===== src/rtl/ptb_pkg.sv =====
package ptb_pkg;
  localparam int CNT_W = 16;
  localparam int DIV_W = 3;
  localparam int HSP_W = 3;

  // field positions in the control word
  localparam int MODE_LSB = 0;
  localparam int IMM_BIT  = 3;
  localparam int HSP_LSB  = 7;
  localparam int DIV_LSB  = 10;
  localparam int RUN_LSB  = 14;

  typedef enum logic [1:0] {
    CM_UP     = 2'b00,
    CM_DOWN   = 2'b01,
    CM_UPDOWN = 2'b10,
    CM_FREEZE = 2'b11
  } cnt_mode_e;

  typedef enum logic [1:0] {
    RM_STOP_NOW   = 2'b00,
    RM_STOP_CYCLE = 2'b01,
    RM_FREE_A     = 2'b10,
    RM_FREE_B     = 2'b11
  } run_mode_e;

  typedef struct packed {
    run_mode_e        run;
    logic [DIV_W-1:0] clkdiv;
    logic [HSP_W-1:0] hsp;
    logic             prd_imm;
    cnt_mode_e        mode;
  } ctrl_t;
endpackage


===== src/rtl/ptb_regs.sv =====
module ptb_regs
  import ptb_pkg::*;
#(
  parameter int W = CNT_W
) (
  input  logic         clk_i,
  input  logic         rst_ni,
  input  logic         wr_en_i,
  input  logic         wr_sel_i,
  input  logic [W-1:0] wr_data_i,
  input  logic         tick_i,
  input  logic         at_zero_i,
  output ctrl_t        ctrl_o,
  output logic [W-1:0] prd_act_o
);
  logic [W-1:0] prd_shd_q;
  logic         wr_ctrl, wr_prd, xfer;
  ctrl_t        ctrl_d;

  assign wr_ctrl = wr_en_i && !wr_sel_i;
  assign wr_prd  = wr_en_i &&  wr_sel_i;
  assign xfer    = !ctrl_o.prd_imm && tick_i && at_zero_i;

  always_comb begin
    ctrl_d.run     = run_mode_e'(wr_data_i[RUN_LSB +: 2]);
    ctrl_d.clkdiv  = wr_data_i[DIV_LSB +: DIV_W];
    ctrl_d.hsp     = wr_data_i[HSP_LSB +: HSP_W];
    ctrl_d.prd_imm = wr_data_i[IMM_BIT];
    ctrl_d.mode    = cnt_mode_e'(wr_data_i[MODE_LSB +: 2]);
  end

  logic unused_bits;
  assign unused_bits = ^{wr_data_i[13], wr_data_i[6:4], wr_data_i[2]};

  always_ff @(posedge clk_i or negedge rst_ni) begin
    if (!rst_ni) begin
      ctrl_o    <= '0;
      prd_shd_q <= '0;
      prd_act_o <= '0;
    end else begin
      if (wr_ctrl) ctrl_o <= ctrl_d;
      if (wr_prd) prd_shd_q <= wr_data_i;
      if (wr_prd && ctrl_o.prd_imm) prd_act_o <= wr_data_i;
      else if (xfer)                prd_act_o <= prd_shd_q;
    end
  end

  AST_SHADOW_HOLD: assert property (@(posedge clk_i) disable iff (!rst_ni)
    (!ctrl_o.prd_imm && !(tick_i && at_zero_i)) |=> $stable(prd_act_o));
  AST_IMM_LOAD: assert property (@(posedge clk_i) disable iff (!rst_ni)
    (wr_prd && ctrl_o.prd_imm) |=> (prd_act_o == $past(wr_data_i)));
endmodule


===== src/rtl/ptb_prescale.sv =====
module ptb_prescale
  import ptb_pkg::*;
#(
  parameter int DW = DIV_W,
  parameter int HW = HSP_W
) (
  input  logic          clk_i,
  input  logic          rst_ni,
  input  logic [DW-1:0] clkdiv_i,
  input  logic [HW-1:0] hsp_i,
  output logic          tick_o
);
  localparam int PS_W = (1 << DW) - 1 + HW + 2;

  logic [PS_W-1:0] ps_q, factor, div_m1;

  always_comb begin
    factor = (hsp_i == '0) ? PS_W'(1) : PS_W'({hsp_i, 1'b0});
    div_m1 = (factor << clkdiv_i) - PS_W'(1);
  end

  assign tick_o = (ps_q >= div_m1);

  always_ff @(posedge clk_i or negedge rst_ni) begin
    if (!rst_ni)     ps_q <= '0;
    else if (tick_o) ps_q <= '0;
    else             ps_q <= ps_q + PS_W'(1);
  end

  AST_PS_RESTART: assert property (@(posedge clk_i) disable iff (!rst_ni)
    tick_o |=> (ps_q == '0));
  AST_PS_COUNT: assert property (@(posedge clk_i) disable iff (!rst_ni)
    !tick_o |=> (ps_q == $past(ps_q) + PS_W'(1)));
endmodule


===== src/rtl/ptb_counter.sv =====
module ptb_counter
  import ptb_pkg::*;
#(
  parameter int W = CNT_W
) (
  input  logic         clk_i,
  input  logic         rst_ni,
  input  logic         tick_i,
  input  logic         halt_i,
  input  cnt_mode_e    mode_i,
  input  run_mode_e    run_i,
  input  logic [W-1:0] prd_i,
  output logic [W-1:0] cnt_o,
  output logic         dir_down_o
);
  logic         at_zero, at_top, stop, adv;
  logic [W-1:0] cnt_d;
  logic         dir_d;

  assign at_zero = (cnt_o == '0);
  assign at_top  = (cnt_o >= prd_i);
  assign stop    = halt_i && ((run_i == RM_STOP_NOW) ||
                              (run_i == RM_STOP_CYCLE && at_zero));
  assign adv     = tick_i && !stop;

  always_comb begin
    cnt_d = cnt_o;
    dir_d = dir_down_o;
    unique case (mode_i)
      CM_UP: begin
        dir_d = 1'b0;
        cnt_d = at_top ? '0 : cnt_o + W'(1);
      end
      CM_DOWN: begin
        dir_d = 1'b1;
        cnt_d = at_zero ? prd_i : cnt_o - W'(1);
      end
      CM_UPDOWN: begin
        if (!dir_down_o) begin
          if (at_top) begin
            dir_d = 1'b1;
            if (!at_zero) cnt_d = cnt_o - W'(1);
          end else begin
            cnt_d = cnt_o + W'(1);
          end
        end else begin
          if (at_zero) begin
            dir_d = 1'b0;
            if (prd_i != '0) cnt_d = cnt_o + W'(1);
          end else begin
            cnt_d = cnt_o - W'(1);
          end
        end
      end
      default: ;
    endcase
  end

  always_ff @(posedge clk_i or negedge rst_ni) begin
    if (!rst_ni) begin
      cnt_o      <= '0;
      dir_down_o <= 1'b0;
    end else if (adv) begin
      cnt_o      <= cnt_d;
      dir_down_o <= dir_d;
    end
  end

  AST_UP_STEP: assert property (@(posedge clk_i) disable iff (!rst_ni)
    (adv && mode_i == CM_UP && cnt_o < prd_i) |=> (cnt_o == $past(cnt_o) + W'(1)));
  AST_DOWN_STEP: assert property (@(posedge clk_i) disable iff (!rst_ni)
    (adv && mode_i == CM_DOWN && cnt_o != '0) |=> (cnt_o == $past(cnt_o) - W'(1)));
  AST_UD_TURN: assert property (@(posedge clk_i) disable iff (!rst_ni)
    (adv && mode_i == CM_UPDOWN && !dir_down_o && cnt_o == prd_i && prd_i != '0) |=> dir_down_o);
  AST_FREEZE_HOLD: assert property (@(posedge clk_i) disable iff (!rst_ni)
    (mode_i == CM_FREEZE) |=> $stable(cnt_o));
  AST_NO_TICK_HOLD: assert property (@(posedge clk_i) disable iff (!rst_ni)
    !tick_i |=> ($stable(cnt_o) && $stable(dir_down_o)));
  AST_HALT_STOP: assert property (@(posedge clk_i) disable iff (!rst_ni)
    (halt_i && run_i == RM_STOP_NOW) |=> $stable(cnt_o));
  AST_DIR_UP: assert property (@(posedge clk_i) disable iff (!rst_ni)
    (adv && mode_i == CM_UP) |=> !dir_down_o);
endmodule


===== src/rtl/pwm_timebase.sv =====
module pwm_timebase
  import ptb_pkg::*;
#(
  parameter int W = CNT_W
) (
  input  logic         clk_i,
  input  logic         rst_ni,
  input  logic         wr_en_i,
  input  logic         wr_sel_i,
  input  logic [W-1:0] wr_data_i,
  input  logic         halt_i,
  output logic         tick_o,
  output logic [W-1:0] count_o,
  output logic         zero_o,
  output logic         prd_o,
  output logic         dir_down_o
);
  ctrl_t        ctrl;
  logic [W-1:0] prd_act;
  logic         tick;

  ptb_regs #(.W(W)) u_regs (
    .clk_i     (clk_i),
    .rst_ni    (rst_ni),
    .wr_en_i   (wr_en_i),
    .wr_sel_i  (wr_sel_i),
    .wr_data_i (wr_data_i),
    .tick_i    (tick),
    .at_zero_i (zero_o),
    .ctrl_o    (ctrl),
    .prd_act_o (prd_act)
  );

  ptb_prescale #(.DW(DIV_W), .HW(HSP_W)) u_ps (
    .clk_i    (clk_i),
    .rst_ni   (rst_ni),
    .clkdiv_i (ctrl.clkdiv),
    .hsp_i    (ctrl.hsp),
    .tick_o   (tick)
  );

  ptb_counter #(.W(W)) u_cnt (
    .clk_i      (clk_i),
    .rst_ni     (rst_ni),
    .tick_i     (tick),
    .halt_i     (halt_i),
    .mode_i     (ctrl.mode),
    .run_i      (ctrl.run),
    .prd_i      (prd_act),
    .cnt_o      (count_o),
    .dir_down_o (dir_down_o)
  );

  assign tick_o = tick;
  assign zero_o = (count_o == '0);
  assign prd_o  = (count_o == prd_act);

  AST_ZERO_WRAP: assert property (@(posedge clk_i) disable iff (!rst_ni)
    (tick && !halt_i && ctrl.mode == CM_UP && prd_o) |=> zero_o);
endmodule


===== config.mk =====
export PLATFORM = sky130hd
export DESIGN_NAME = pwm_timebase
export DESIGN_NICKNAME = d
export VERILOG_FILES = /design/src/rtl/ptb_pkg.sv /design/src/rtl/ptb_regs.sv /design/src/rtl/ptb_prescale.sv /design/src/rtl/ptb_counter.sv /design/src/rtl/pwm_timebase.sv
export SDC_FILE = /design/constraint.sdc
export NUM_CORES = 1
export LEC_CHECK = 0
export BUFFER_PORTS_ARGS = -buffer_cell sky130_fd_sc_hd__buf_4
export CORE_MARGIN = 2
export CORE_UTILIZATION = 55
export CTS_BUF_LIST = sky130_fd_sc_hd__clkbuf_4 sky130_fd_sc_hd__clkbuf_8
export DETAILED_ROUTE_END_ITERATION = 8
export PLACE_DENSITY = 0.8
export SYNTH_ARGS = -nofsm -noshare
export SYNTH_HDL_FRONTEND = slang
export SYNTH_SLANG_ARGS = --single-unit

===== constraint.sdc =====
create_clock -name clk_i -period 4.45 [get_ports clk_i]
set_clock_uncertainty 0.1 [all_clocks]
set_input_delay 0.6675 -clock clk_i [delete_from_list [all_inputs] [get_ports clk_i]]
set_output_delay 0.6675 -clock clk_i [all_outputs]
set_load 0.05 [all_outputs]

==> run summary <==
Antenna Cells = 0
WP data arrival = 3640 ps
min Tclk post-route = 4410 ps
CP Data Required Time = 3680 ps
post-synth top area share = 0.347
CTS tree = yes
M2 GR Usage = 0.422
H-tree levels = 3
clock slew at reported path FFs = 90 ps
post-synthesis async set-or-reset flop share = 1.00
all-layer global routing usage = 0.268
layout cells sized above 1 = 0.221
Die Area = 10200 um^2
via/cell ratio = 6.48
area delta synth->final = 15.1%
via count = 4770
Tcrit/Tclk final = 0.991
worst skew pair latency = 350 ps
die height = 101 um
final instance area = 5970 um^2
leakage = 2.58 nW
Detailed Route WL = 13700 um
Final #Nets = 677
Non-Filler Instances = 736
root buf cell = clkbuf_8
Worst setup EP type = primary output
Syn Std Cell Area = 5190 um^2
core area = 9200 um^2
fin. max-slew vios = 0
final total power = 3.50 mW
IR drop worst, VDD = 0.316 mV
DIE WIDTH = 101 um
maximum clock frequency = 0.227 GHz
GRT busiest layer = met2
Initial Utilization = 0.564
Crit Path Category = flop to primary output
GR Util met1 = 0.368
Syn Nets = 638
worst-margin pin slew = 975 ps
syn avg cell area = 8.92 um^2
# DRC = 0
DR iter-0 viols = 556
TritonCTS Buffers = 9
routed length per placed instance = 18.6 um
Placed Area = 5580 um^2
power density of the placed cells = 586 nW/um^2
Post-synth top flop = dfrtp_1
clk sinks = 72
area leader, netlist = dfrtp_1
first-pass GRT wire length = 21700 um
final setup vio count = 0
number of synthesized flops with an enable pin = 0
met3 usage = 0.0573
Port Buffers = 40
Final ANT Viol Nets = 0
final hold vios = 0
Setup crit start kind = flop
clk buf depth = 2
Synth cell types = 71
unrepaired setup endpoints after global routing = true
# rows = 35
vias in the first global route = 4452
# hold bufs at CTS = 0
CP max FO = 9
Worst path slowest cell = dfrtp_1
worst min path class = input pin to async pin
GP Congestion = 1.03
I/O Pins = 41
initial antenna violation count = 0
Seq cells post-synth = 72
sequential share of the synthesized area = 0.347
Remaining Overflow, GRT = 0
Final HPWL DP = 9610 um
Ys Warns = 0
Synth Instances = 582
worst rel slew slack = 0.350
Critical Path, Cell by Cell = nor3_4 -> a21oi_2 -> or3_1 -> ha_2 -> nand2_2 -> a211oi_4 -> and3_4 -> a2111oi_2 -> a21oi_1 -> ha_2 -> a211oi_2 -> o21ai_1 -> o32a_1 -> buf_6 -> buf_6
number of max-cap violations = 0
outcome = completed
pin count of the biggest net entering global routing = 73
Area contributors post-synth = dfrtp_1 (35%), ha_1 (8.4%), o21ai_0 (5.3%)
cell total after placement = 714
largest stage delay on the critical path = 420 ps
drt pass-1 iters = 7
[worst max-delay path, delay by kind of cell (launching register included)]
| family | cells | cell delay (ps) |
|---|---|---|
| AO/OA/AOI/OAI | 7 | 1220 |
| AND/OR/NAND/NOR | 4 | 940 |
| flip-flops | 1 | 420 |
| adder cells (fa/ha/maj) | 2 | 410 |
| buffers and inverters | 2 | 300 |
[report_power, final]
part           switching [mW]  total, mW  leakage, nW  internal [mW]
combinational            1.07       1.80         1.57          0.731
clock                   0.252      0.580        0.108          0.328
sequential              0.292       1.12        0.904          0.825
total                    1.61       3.50         2.58           1.88
[through the flow]
| step | setup WS (ps) | setup TNS [ps] | hold WS (ps) | utilization |
|---|---|---|---|---|
| finish | 38.2 | 0 | 329 | 0.650 |
| global route | -112 | -207 | 410 | 0.650 |
| CTS | 2.37 | 0 | 369 | 0.638 |
| detailed placement | 53.2 | 0 | 379 | 0.607 |
| global placement | 328 | 0 | 370 | 0.607 |
| floorplan | 177 | 0 | 272 | - |
[cells in the final DEF, fill, tap and decap left out, types with 8 or more instances in the layout]
cell type	n
a21oi_1	18
a22o_1	8
and3_1	9
buf_4	58
clkbuf_8	10
dfrtp_1	70
ha_1	33
inv_1	31
mux2_2	23
mux2i_1	16
nand2_1	64
nand3_1	16
nand4_1	8
nor2_1	33
nor4_1	8
o21ai_0	53
xnor2_1	11
xor2_1	11
[cell usage after synthesis, types with 4 or more instances]
| master | n |
|---|---|
| a211oi_1 | 7 |
| a21oi_1 | 19 |
| a22o_1 | 8 |
| a22oi_1 | 4 |
| a31oi_1 | 4 |
| a32oi_1 | 4 |
| and3_1 | 10 |
| buf_2 | 11 |
| clkbuf_1 | 18 |
| dfrtp_1 | 72 |
| ha_1 | 35 |
| inv_1 | 31 |
| mux2_2 | 23 |
| mux2i_1 | 16 |
| nand2_1 | 67 |
| nand2b_1 | 4 |
| nand3_1 | 16 |
| nand3b_1 | 4 |
| nand4_1 | 8 |
| nor2_1 | 33 |
| nor2b_1 | 6 |
| nor3_1 | 8 |
| nor4_1 | 9 |
| o211ai_1 | 7 |
| o21a_1 | 4 |
| o21ai_0 | 55 |
| o21ai_1 | 5 |
| or3_1 | 6 |
| xnor2_1 | 11 |
| xor2_1 | 11 |
[path summary, 6_finish.rpt]
check	startpoint	to	slack, ps	cells past startpoint
max in group asynchronous	rst_ni	u_regs.ctrl_o[6]	3270	1
hold / removal	rst_ni	u_cnt.cnt_o[13]	330	1
hold reg to reg	u_regs.prd_shd_q[2]	u_regs.prd_act_o[2]	390	2
setup reg to reg	u_regs.ctrl_o[3]	u_regs.prd_act_o[12]	190	18
min in group clk_i	u_regs.prd_shd_q[2]	u_regs.prd_act_o[2]	390	2
setup / recovery	u_regs.ctrl_o[5]	tick_o	40	15
[metal layers]
layer / share of wire / vias to the layer above
met3: 0.083 / 34
met2: 0.48 / 239
li1: - / 2201
met4: 0.021 / 0
met1: 0.42 / 2296
met5: 0 / -
[registers in the layout, indices dropped and copies added (netlist names)]
name,cells
u_cnt.cnt_o,16
u_regs.prd_act_o,16
u_regs.prd_shd_q,16
u_ps.ps_q,12
u_regs.ctrl_o,11
u_cnt.dir_down_o,1
[cells by family after synthesis]
logic type	after synthesis	synth area share
other	1	0.000723
adders and majority gates	35	0.0844
AOI/OAI and AO/OA	155	0.199
xor gates and xnor gates	22	0.0371
DFF	72	0.347
and+or+nand+nor	193	0.196
buffers and inverters	65	0.0542
muxes	39	0.0808
[what timing repair did]
action,CTS,global route
setup endpoints to repair,1,31
resized for setup,9,22
pin swaps,2,6
setup buffers,4,3
[final cells by class]
class | instances | area, um^2
fill | 707 | 3220
multi-input combinational | 445 | 3220
sequential | 72 | 1800
timing repair buffer | 61 | 469
tap | 111 | 139
clock buffer | 10 | 138
inverter | 32 | 121
clock inverter | 5 | 81.3
No activity file was read; power rests on OpenSTA's default activity.
